--- src/rtl/cpbus_pkg.sv ---
package cpbus_pkg;
  typedef enum logic {
    ST_IDLE = 1'b0,
    ST_ACK  = 1'b1
  } cp_state_t;

  localparam logic [1:0] ACK_PORT32 = 2'b00;
  localparam logic [1:0] ACK_NONE   = 2'b11;
endpackage

--- src/rtl/cpbus_sync.sv ---
module cpbus_sync #(
  parameter int          W       = 4,
  parameter int          STAGES  = 2,
  parameter logic [W-1:0] RST_VAL = '1
) (
  input  logic         clk,
  input  logic         rst_n,
  input  logic [W-1:0] d_async,
  output logic [W-1:0] q_sync
);
  logic [STAGES-1:0][W-1:0] chain_q;
  logic [STAGES-1:0][W-1:0] chain_d;

  always_comb begin
    chain_d[0] = d_async;
    for (int i = 1; i < STAGES; i++) chain_d[i] = chain_q[i-1];
  end

  always_ff @(posedge clk or negedge rst_n) begin
    if (!rst_n) begin
      for (int i = 0; i < STAGES; i++) chain_q[i] <= RST_VAL;
    end else begin
      chain_q <= chain_d;
    end
  end

  assign q_sync = chain_q[STAGES-1];
endmodule

--- src/rtl/cpbus_ctrl.sv ---
module cpbus_ctrl
  import cpbus_pkg::*;
#(
  parameter int AW = 4
) (
  input  logic          clk,
  input  logic          rst_n,
  input  logic          sel_s,
  input  logic          astb_s,
  input  logic          dstb_s,
  input  logic          rd_s,
  input  logic [AW-1:0] idx_in,
  output logic          wr_en,
  output logic [AW-1:0] idx_q,
  output logic          ack_act,
  output logic          rd_act
);
  cp_state_t     state_q, state_d;
  logic          rd_q, rd_d;
  logic [AW-1:0] idx_d;
  logic          start;
  logic          lat_en;

  always_comb begin
    start   = (state_q == ST_IDLE) && sel_s && astb_s && dstb_s;
    state_d = state_q;
    unique case (state_q)
      ST_IDLE: if (start) state_d = ST_ACK;
      ST_ACK:  if (!astb_s) state_d = ST_IDLE;
      default: state_d = ST_IDLE;
    endcase
    lat_en = start;
    rd_d   = lat_en ? rd_s : rd_q;
    idx_d  = lat_en ? idx_in : idx_q;
    wr_en  = start && !rd_s;
  end

  always_ff @(posedge clk or negedge rst_n) begin
    if (!rst_n) begin
      state_q <= ST_IDLE;
      rd_q    <= 1'b0;
      idx_q   <= '0;
    end else begin
      state_q <= state_d;
      if (lat_en) begin
        rd_q  <= rd_d;
        idx_q <= idx_d;
      end
    end
  end

  assign ack_act = (state_q == ST_ACK);
  assign rd_act  = ack_act && rd_q;
endmodule

--- src/rtl/cpbus_regfile.sv ---
module cpbus_regfile #(
  parameter int DW   = 32,
  parameter int NREG = 16,
  localparam int AW  = $clog2(NREG)
) (
  input  logic          clk,
  input  logic          rst_n,
  input  logic          wr_en,
  input  logic [AW-1:0] wr_idx,
  input  logic [DW-1:0] wr_data,
  input  logic [AW-1:0] rd_idx,
  output logic [DW-1:0] rd_data
);
  logic [NREG-1:0][DW-1:0] slot_q;

  for (genvar g = 0; g < NREG; g++) begin : g_slot
    logic slot_en;
    assign slot_en = wr_en && (wr_idx == AW'(g));
    always_ff @(posedge clk or negedge rst_n) begin
      if (!rst_n) begin
        slot_q[g] <= '0;
      end else if (slot_en) begin
        slot_q[g] <= wr_data;
      end
    end
  end

  assign rd_data = slot_q[rd_idx];
endmodule

--- src/rtl/cpbus_slave.sv ---
module cpbus_slave
  import cpbus_pkg::*;
#(
  parameter int DW       = 32,
  parameter int NREG     = 16,
  parameter int SYNC_LEN = 2,
  localparam int AW      = $clog2(NREG)
) (
  input  logic          clk,
  input  logic          rst_n,
  input  logic          cs_n,
  input  logic          as_n,
  input  logic          ds_n,
  input  logic          rd_wr,
  input  logic [AW-1:0] reg_sel,
  input  logic [DW-1:0] wdata,
  output logic [DW-1:0] rdata,
  output logic          rdata_oe,
  output logic [1:0]    ack_n
);
  logic [3:0]    ctl_s;
  logic          wr_en;
  logic [AW-1:0] idx_q;
  logic          ack_act;
  logic          rd_act;
  logic [DW-1:0] slot_data;

  cpbus_sync #(.W(4), .STAGES(SYNC_LEN), .RST_VAL(4'b1111)) u_sync (
    .clk     (clk),
    .rst_n   (rst_n),
    .d_async ({cs_n, as_n, ds_n, rd_wr}),
    .q_sync  (ctl_s)
  );

  cpbus_ctrl #(.AW(AW)) u_ctrl (
    .clk     (clk),
    .rst_n   (rst_n),
    .sel_s   (~ctl_s[3]),
    .astb_s  (~ctl_s[2]),
    .dstb_s  (~ctl_s[1]),
    .rd_s    (ctl_s[0]),
    .idx_in  (reg_sel),
    .wr_en   (wr_en),
    .idx_q   (idx_q),
    .ack_act (ack_act),
    .rd_act  (rd_act)
  );

  cpbus_regfile #(.DW(DW), .NREG(NREG)) u_regs (
    .clk     (clk),
    .rst_n   (rst_n),
    .wr_en   (wr_en),
    .wr_idx  (reg_sel),
    .wr_data (wdata),
    .rd_idx  (idx_q),
    .rd_data (slot_data)
  );

  assign ack_n    = ack_act ? ACK_PORT32 : ACK_NONE;
  assign rdata_oe = rd_act;
  assign rdata    = rd_act ? slot_data : '0;
endmodule

--- config.mk ---
export PLATFORM = sky130hd
export DESIGN_NAME = cpbus_slave
export DESIGN_NICKNAME = d
export VERILOG_FILES = /design/src/rtl/cpbus_pkg.sv /design/src/rtl/cpbus_sync.sv /design/src/rtl/cpbus_ctrl.sv /design/src/rtl/cpbus_regfile.sv /design/src/rtl/cpbus_slave.sv
export SDC_FILE = /design/constraint.sdc
export NUM_CORES = 1
export LEC_CHECK = 0
export BUFFER_PORTS_ARGS = -buffer_cell sky130_fd_sc_hd__buf_2
export CAP_MARGIN = 20
export CORE_MARGIN = 2
export CORE_UTILIZATION = 55
export CTS_BUF_LIST = sky130_fd_sc_hd__clkbuf_8
export CTS_CLUSTER_SIZE = 30
export DETAILED_ROUTE_END_ITERATION = 12
export PLACE_DENSITY = 0.79
export SYNTH_ARGS = -nofsm -noshare
export SYNTH_HDL_FRONTEND = slang
export SYNTH_SLANG_ARGS = --single-unit
export TNS_END_PERCENT = 50
--- constraint.sdc ---
create_clock -name clk -period 3.1 [get_ports clk]
set_input_delay 0.155 -clock clk [delete_from_list [all_inputs] [get_ports clk]]
set_output_delay 0.155 -clock clk [all_outputs]
set_load 0.05 [all_outputs]
* Yosys cells after proc, flatten, opt, wreduce, memory -nomap -nowiden
Cells that the tools add are included.
** Operators by class
- Magnitude comparators :: 1
- Equal/unequal tests :: 15
- Multiplexer cells :: 7
- Bitwise gates (word level) :: 4
- Reduce and logical (&&, ||, !) cells :: 23
** Operators with widths (number)
- $bmux W32 S4 :: 1
- $mux W32 :: 2
- $eq A4 B4 Y1 const B :: 8
- $logic_and A1 B1 Y1 :: 21
- $eq A4 B3 Y1 const B :: 4
- $eq A4 B2 Y1 const B :: 2
- $lt A4 B5 Y1 const B :: 1
- $eq A4 B1 Y1 const B :: 1
- $logic_not A4 Y1 :: 1
- $not A1 Y1 :: 4
- $mux W1 :: 2
- $mux W2 :: 1
- $pmux W1 S2 :: 1
- $logic_not A1 Y1 :: 1
** Storage, ports and cells
- Register bits after elaboration :: 526
- Input port bits :: 42
- Output and inout port bits :: 35

* Depth between registers and ports, before layout
- Word-level depth :: 6
- Depth in mapped cells :: 8

* By module
A second synthesis with hierarchy kept.
** Unflattened totals
- Cells, all modules :: 1468
- Area, all modules :: 23502.5 sq um
** By module, submodules not included
- cpbus_regfile :: times used 1, cells each 1404, area each 22763.1 sq um, sequential area each 12812.3 sq um
- cpbus_slave :: times used 1, cells each 40, area each 277.8 sq um, sequential area each 0.0 sq um
- cpbus_ctrl :: times used 1, cells each 16, area each 251.5 sq um, sequential area each 150.1 sq um
- cpbus_sync :: times used 1, cells each 8, area each 210.2 sq um, sequential area each 210.2 sq um

* Worst setup path after synthesis
No wires, ideal clock.
- Path kind :: register -> output
- Start :: register u_ctrl.idx_q[0]
- End :: output port rdata[30]
- Arrival :: 2.814 ns
- Setup slack :: 0.131 ns
- Stages on the path, launching flop included :: 8
- Path through :: dfrtp_1 buf_2 buf_2 clkbuf_1 buf_2 mux2i_1 a22o_1 o31ai_1
** Between the ends
- Word-level cells in the longest chain between the ends :: 3
** RTL lines
- start: declaration :: line cpbus_ctrl.sv:14 : output logic [AW-1:0] idx_q,
- start signal: assignment :: line cpbus_ctrl.sv:47 : idx_q <= idx_d;
- $bmux W32 S4 :: line cpbus_regfile.sv:28 : assign rd_data = slot_q[rd_idx];
- $mux W32 (implied by the code) :: line cpbus_regfile.sv:28
- $mux W32 :: line cpbus_slave.sv:61 : assign rdata = rd_act ? slot_data : '0;
- end: declaration :: line cpbus_slave.sv:17 : output logic [DW-1:0] rdata,
No other way between the ends. The select of a mux whose other input is x is not followed.

* Worst setup path after layout
- Start :: register u_ctrl.idx_q[2]
- End :: output port rdata[16]
The elaborated chain is that of the path after synthesis.

==> results by group <==
Run status
  – Status: finished, final reports clean

Die
  – Initial core utilization: 55.6%
  – I/O pin count: 77
  – Die H: between 200 and 250 um
  – Core box area: 42900 um2
  – Die width: 212 um
  – Site Rows: 76
  – Die area: ~45000 um2

Worst setup path
  – Critical path cell sequence: buf_6, buf_4, mux4_2, nor2b_1, o31ai_1, buf_2
  – Critical Path Sink Type: output port
  – Startpoint Class: flop
  – Critical path peak fanout: 20
  – Worst reg2reg setup slack: between 0.15 and 0.2 ns
  – Critical Path Max Stage Delay: around 0.6 ns
  – Critical Path AT: approximately 2.9 ns
  – Setup CP Type: flop to output port
  – RR Endpoint: u_regs.slot_q[41]$_DFFE_PN0P_
  – FF-to-FF path depth: 5
  – Critical path startpoint: u_ctrl.idx_q[2]$_DFFE_PN0P_
  – Crit path capture: rdata[16]
  – WP buf/inv: 3
  – CP top delay family: buffers and inverters
  – Launching point of the worst reg2reg path: u_ctrl.ack_act$_DFF_PN0_
  – Number of cells on the critical path: 6
  – Critical Path RT: 2.94 ns
  – Crit-path slowest cell: dfrtp_4

Timing
  – Final hold viol count: 0
  – Fin Setup TNS: 0 ns
  – Crit path time final: 3.03 ns
  – Clk_skew: 0.0249 ns
  – Max_slew headroom: between 50% and 60%
  – Worst-Margin Slew: ~0.74 ns
  – Max Clk Rate: ~330 MHz
  – Final setup violating endpoints: 0
  – RSZ-0062 raised after global routing: false
  – Fin. max-slew vios: 0
  – Crit share post-route: 97.7%

Cells and area
  – Non-filler cells, final: around 2400
  – Nets: between 1500 and 2000
  – Commonest non-fill, non-tap cell in the layout: dfrtp_1
  – Most frequent cells in the layout: dfrtp_1, mux2_2, mux2i_1, clkbuf_8, buf_2
  – Filler cells: a little over 3000
  – Area grow syn2layout: 14.7%
  – Layout cell share with drive strength beyond 1: ~46%
  – Antenna diodes: 0
  – Post-layout util: around 64%

Drt
  – # DRC: 0
  – DRT iter0 DRCs: between 900 and 1000
  – Final ANT Viol Nets: 0
  – Via count: about 15000
  – Vias/cell: between 6 and 7
  – WL final: between 50 and 60 mm
  – WL per Instance: 23.9 um
  – DRT Pass-1 Iters: 8

Worst hold path
  – Min-Delay Path Class: primary input to async pin

Logic synthesis
  – Mapped cell area: 23800 um2
  – Syn Inst Count: between 1500 and 2000
  – Yosys warnings: 0
  – Count of cell types in the netlist: 29
  – Seq/Total Area, Yosys: a little under three fifths
  – Mapped Nets: between 1500 and 2000
  – Syn_area_per_cell: ~14 um2
  – Synthesis-stage register bit count: 526

Power
  – Sequential power share: 46.5%
  – Maximum VDD drop: between 0.3 and 0.4 mV
  – P per Cell Area: ~620 nW/um2
  – Clock power share: 35.6%
  – Net Sw Frac: about 28%
  – Tot Pwr: about 0.017 W
  – Switching power: between 0.004 and 0.005 W
  – Static Leak: around 13 nW
  – Combinational Power Share: 17.9%
  – Int Pwr: 0.0122 W

Global route
  – Initial antenna violation count: 0
  – Grt total ovfl: 0
  – GRT Util Overall: approximately a quarter
  – Vias in the first global route: 15800
  – Largest net degree at the start of global routing: just over 90
  – First-pass GRT wire length: just over 90 mm

Clock network
  – Bufs on Longest Clock Path: 3
  – Worst skew pair latency: around 0.68 ns
  – Number of buffers created by CTS: between 80 and 90
  – Worst-path clk slew: ~0.07 ns
  – Root Driver: clkbuf_8
  – CTS tree: done
  – H-tree lvl count: 3
  – Sinks on Clock Net: 526

Placed design
  – Dpl hpwl: around 35 mm
  – Inst Count DP: 2227
  – Port Buffer Count: between 70 and 80
  – Final Wtd Congestion: between 0.8 and 0.9

Job
  – Max Cap Violations: 0
[power by group through the flow]
stage,sequential [W],clock (W),combinational [W]
2_1_floorplan,0.00784,0,0.00210
3_3_place_gp,0.00796,0,0.00286
3_5_place_dp,0.00801,0,0.00293
4_1_cts,0.00789,0.00616,0.00298
5_1_grt,0.00796,0.00648,0.00326
6_report,0.00790,0.00605,0.00304
[cells by family (layout without fill, tap and decap cells)]
group                  count (synthesis)  count (layout)  share of synthesized area [%]
AND/OR/NAND/NOR                      112             113                           2.67
AO/OA/AOI/OAI                        131             131                           4.22
flip-flops                           526             526                           55.3
multiplexers                         736             736                           35.3
buffers and inverters                147             339                           2.59
[synth_stat cells (all sizes together)]
master	number	area, um2
dfrtp	518	13000
mux2	512	5770
mux2i	192	1920
buf	80	365
a22oi	68	510
clkbuf	66	248
nand3	33	165
nor2b	33	206
mux4	32	721
nand2	29	109
a22o	28	245
o31ai	28	210
dfstp	8	210
o21ai	5	25.0
nand2b	3	18.8
nor2	3	11.3
and2	2	12.5
nor4	2	25.0
nor4b	2	47.6
o211ai	2	15.0
and3	1	6.26
inv	1	3.75
nand4b	1	8.76
nor3	1	5.00
nor3b	1	12.5
or4	1	7.51
[metal layers]
metal	vias to the layer above	routed length, um	global-route usage, %
met5	-	0	0
met4	0	1550	9.28
met3	103	3030	5.14
met2	396	28500	43.6
met1	7872	25000	35.4
li1	6356	-	-
[timing repair]
action	in CTS	in global routing
buffers inserted	0	8
endpoints found under the hold margin	593	0
pin swaps	0	1
hold buffers	41	0
gates resized for setup	1	6
cloned	0	1
setup endpoints to repair	25	24
[how the worst min path moves through the flow]
stage / depth (start not counted) / slack [ns] / end
final: 2 / 0.04 / u_regs.slot_q[511]$_DFFE_PN0P_
after global routing: 2 / 0.11 / u_regs.slot_q[511]$_DFFE_PN0P_
after CTS: 2 / 0.08 / u_regs.slot_q[511]$_DFFE_PN0P_
after detailed placement: 1 / 0.21 / u_regs.slot_q[511]$_DFFE_PN0P_
after global placement: 1 / 0.22 / u_regs.slot_q[308]$_DFFE_PN0P_
after floorplan: 0 / -0.14 / u_ctrl.ack_act$_DFF_PN0_
[sequential cells by signal (all words and copies together) (netlist names)]
name            cells
u_regs.slot_q     512
u_ctrl.idx_q        4
u_sync.chain_d      4
u_sync.q_sync       4
u_ctrl.ack_act      1
u_ctrl.rd_q         1
[per-stage QoR]
| stage | area (um2) | worst slack, ns | hold WS [ns] |
|---|---|---|---|
| floorplan | 23800 | 0.131 | -0.141 |
| global placement | 25100 | 0.281 | 0.216 |
| detailed placement | 25100 | 0.232 | 0.210 |
| CTS | 27200 | -0.115 | 0.0753 |
| global route | 27400 | 0.0130 | 0.115 |
| finish | 27400 | 0.0719 | 0.0410 |
[final cells by class]
type,instances,area [um2],area share [%]
Inverter,1,3.75,0.0137
Timing Repair Buffer,186,1550,5.66
Sequential cell,526,13200,48.2
Clock inverter,42,216,0.791
Clock buffer,110,1510,5.53
Tap cell,585,732,2.68
Multi-Input combinational cell,980,10200,37.1
(Power assumes the default switching activity.)
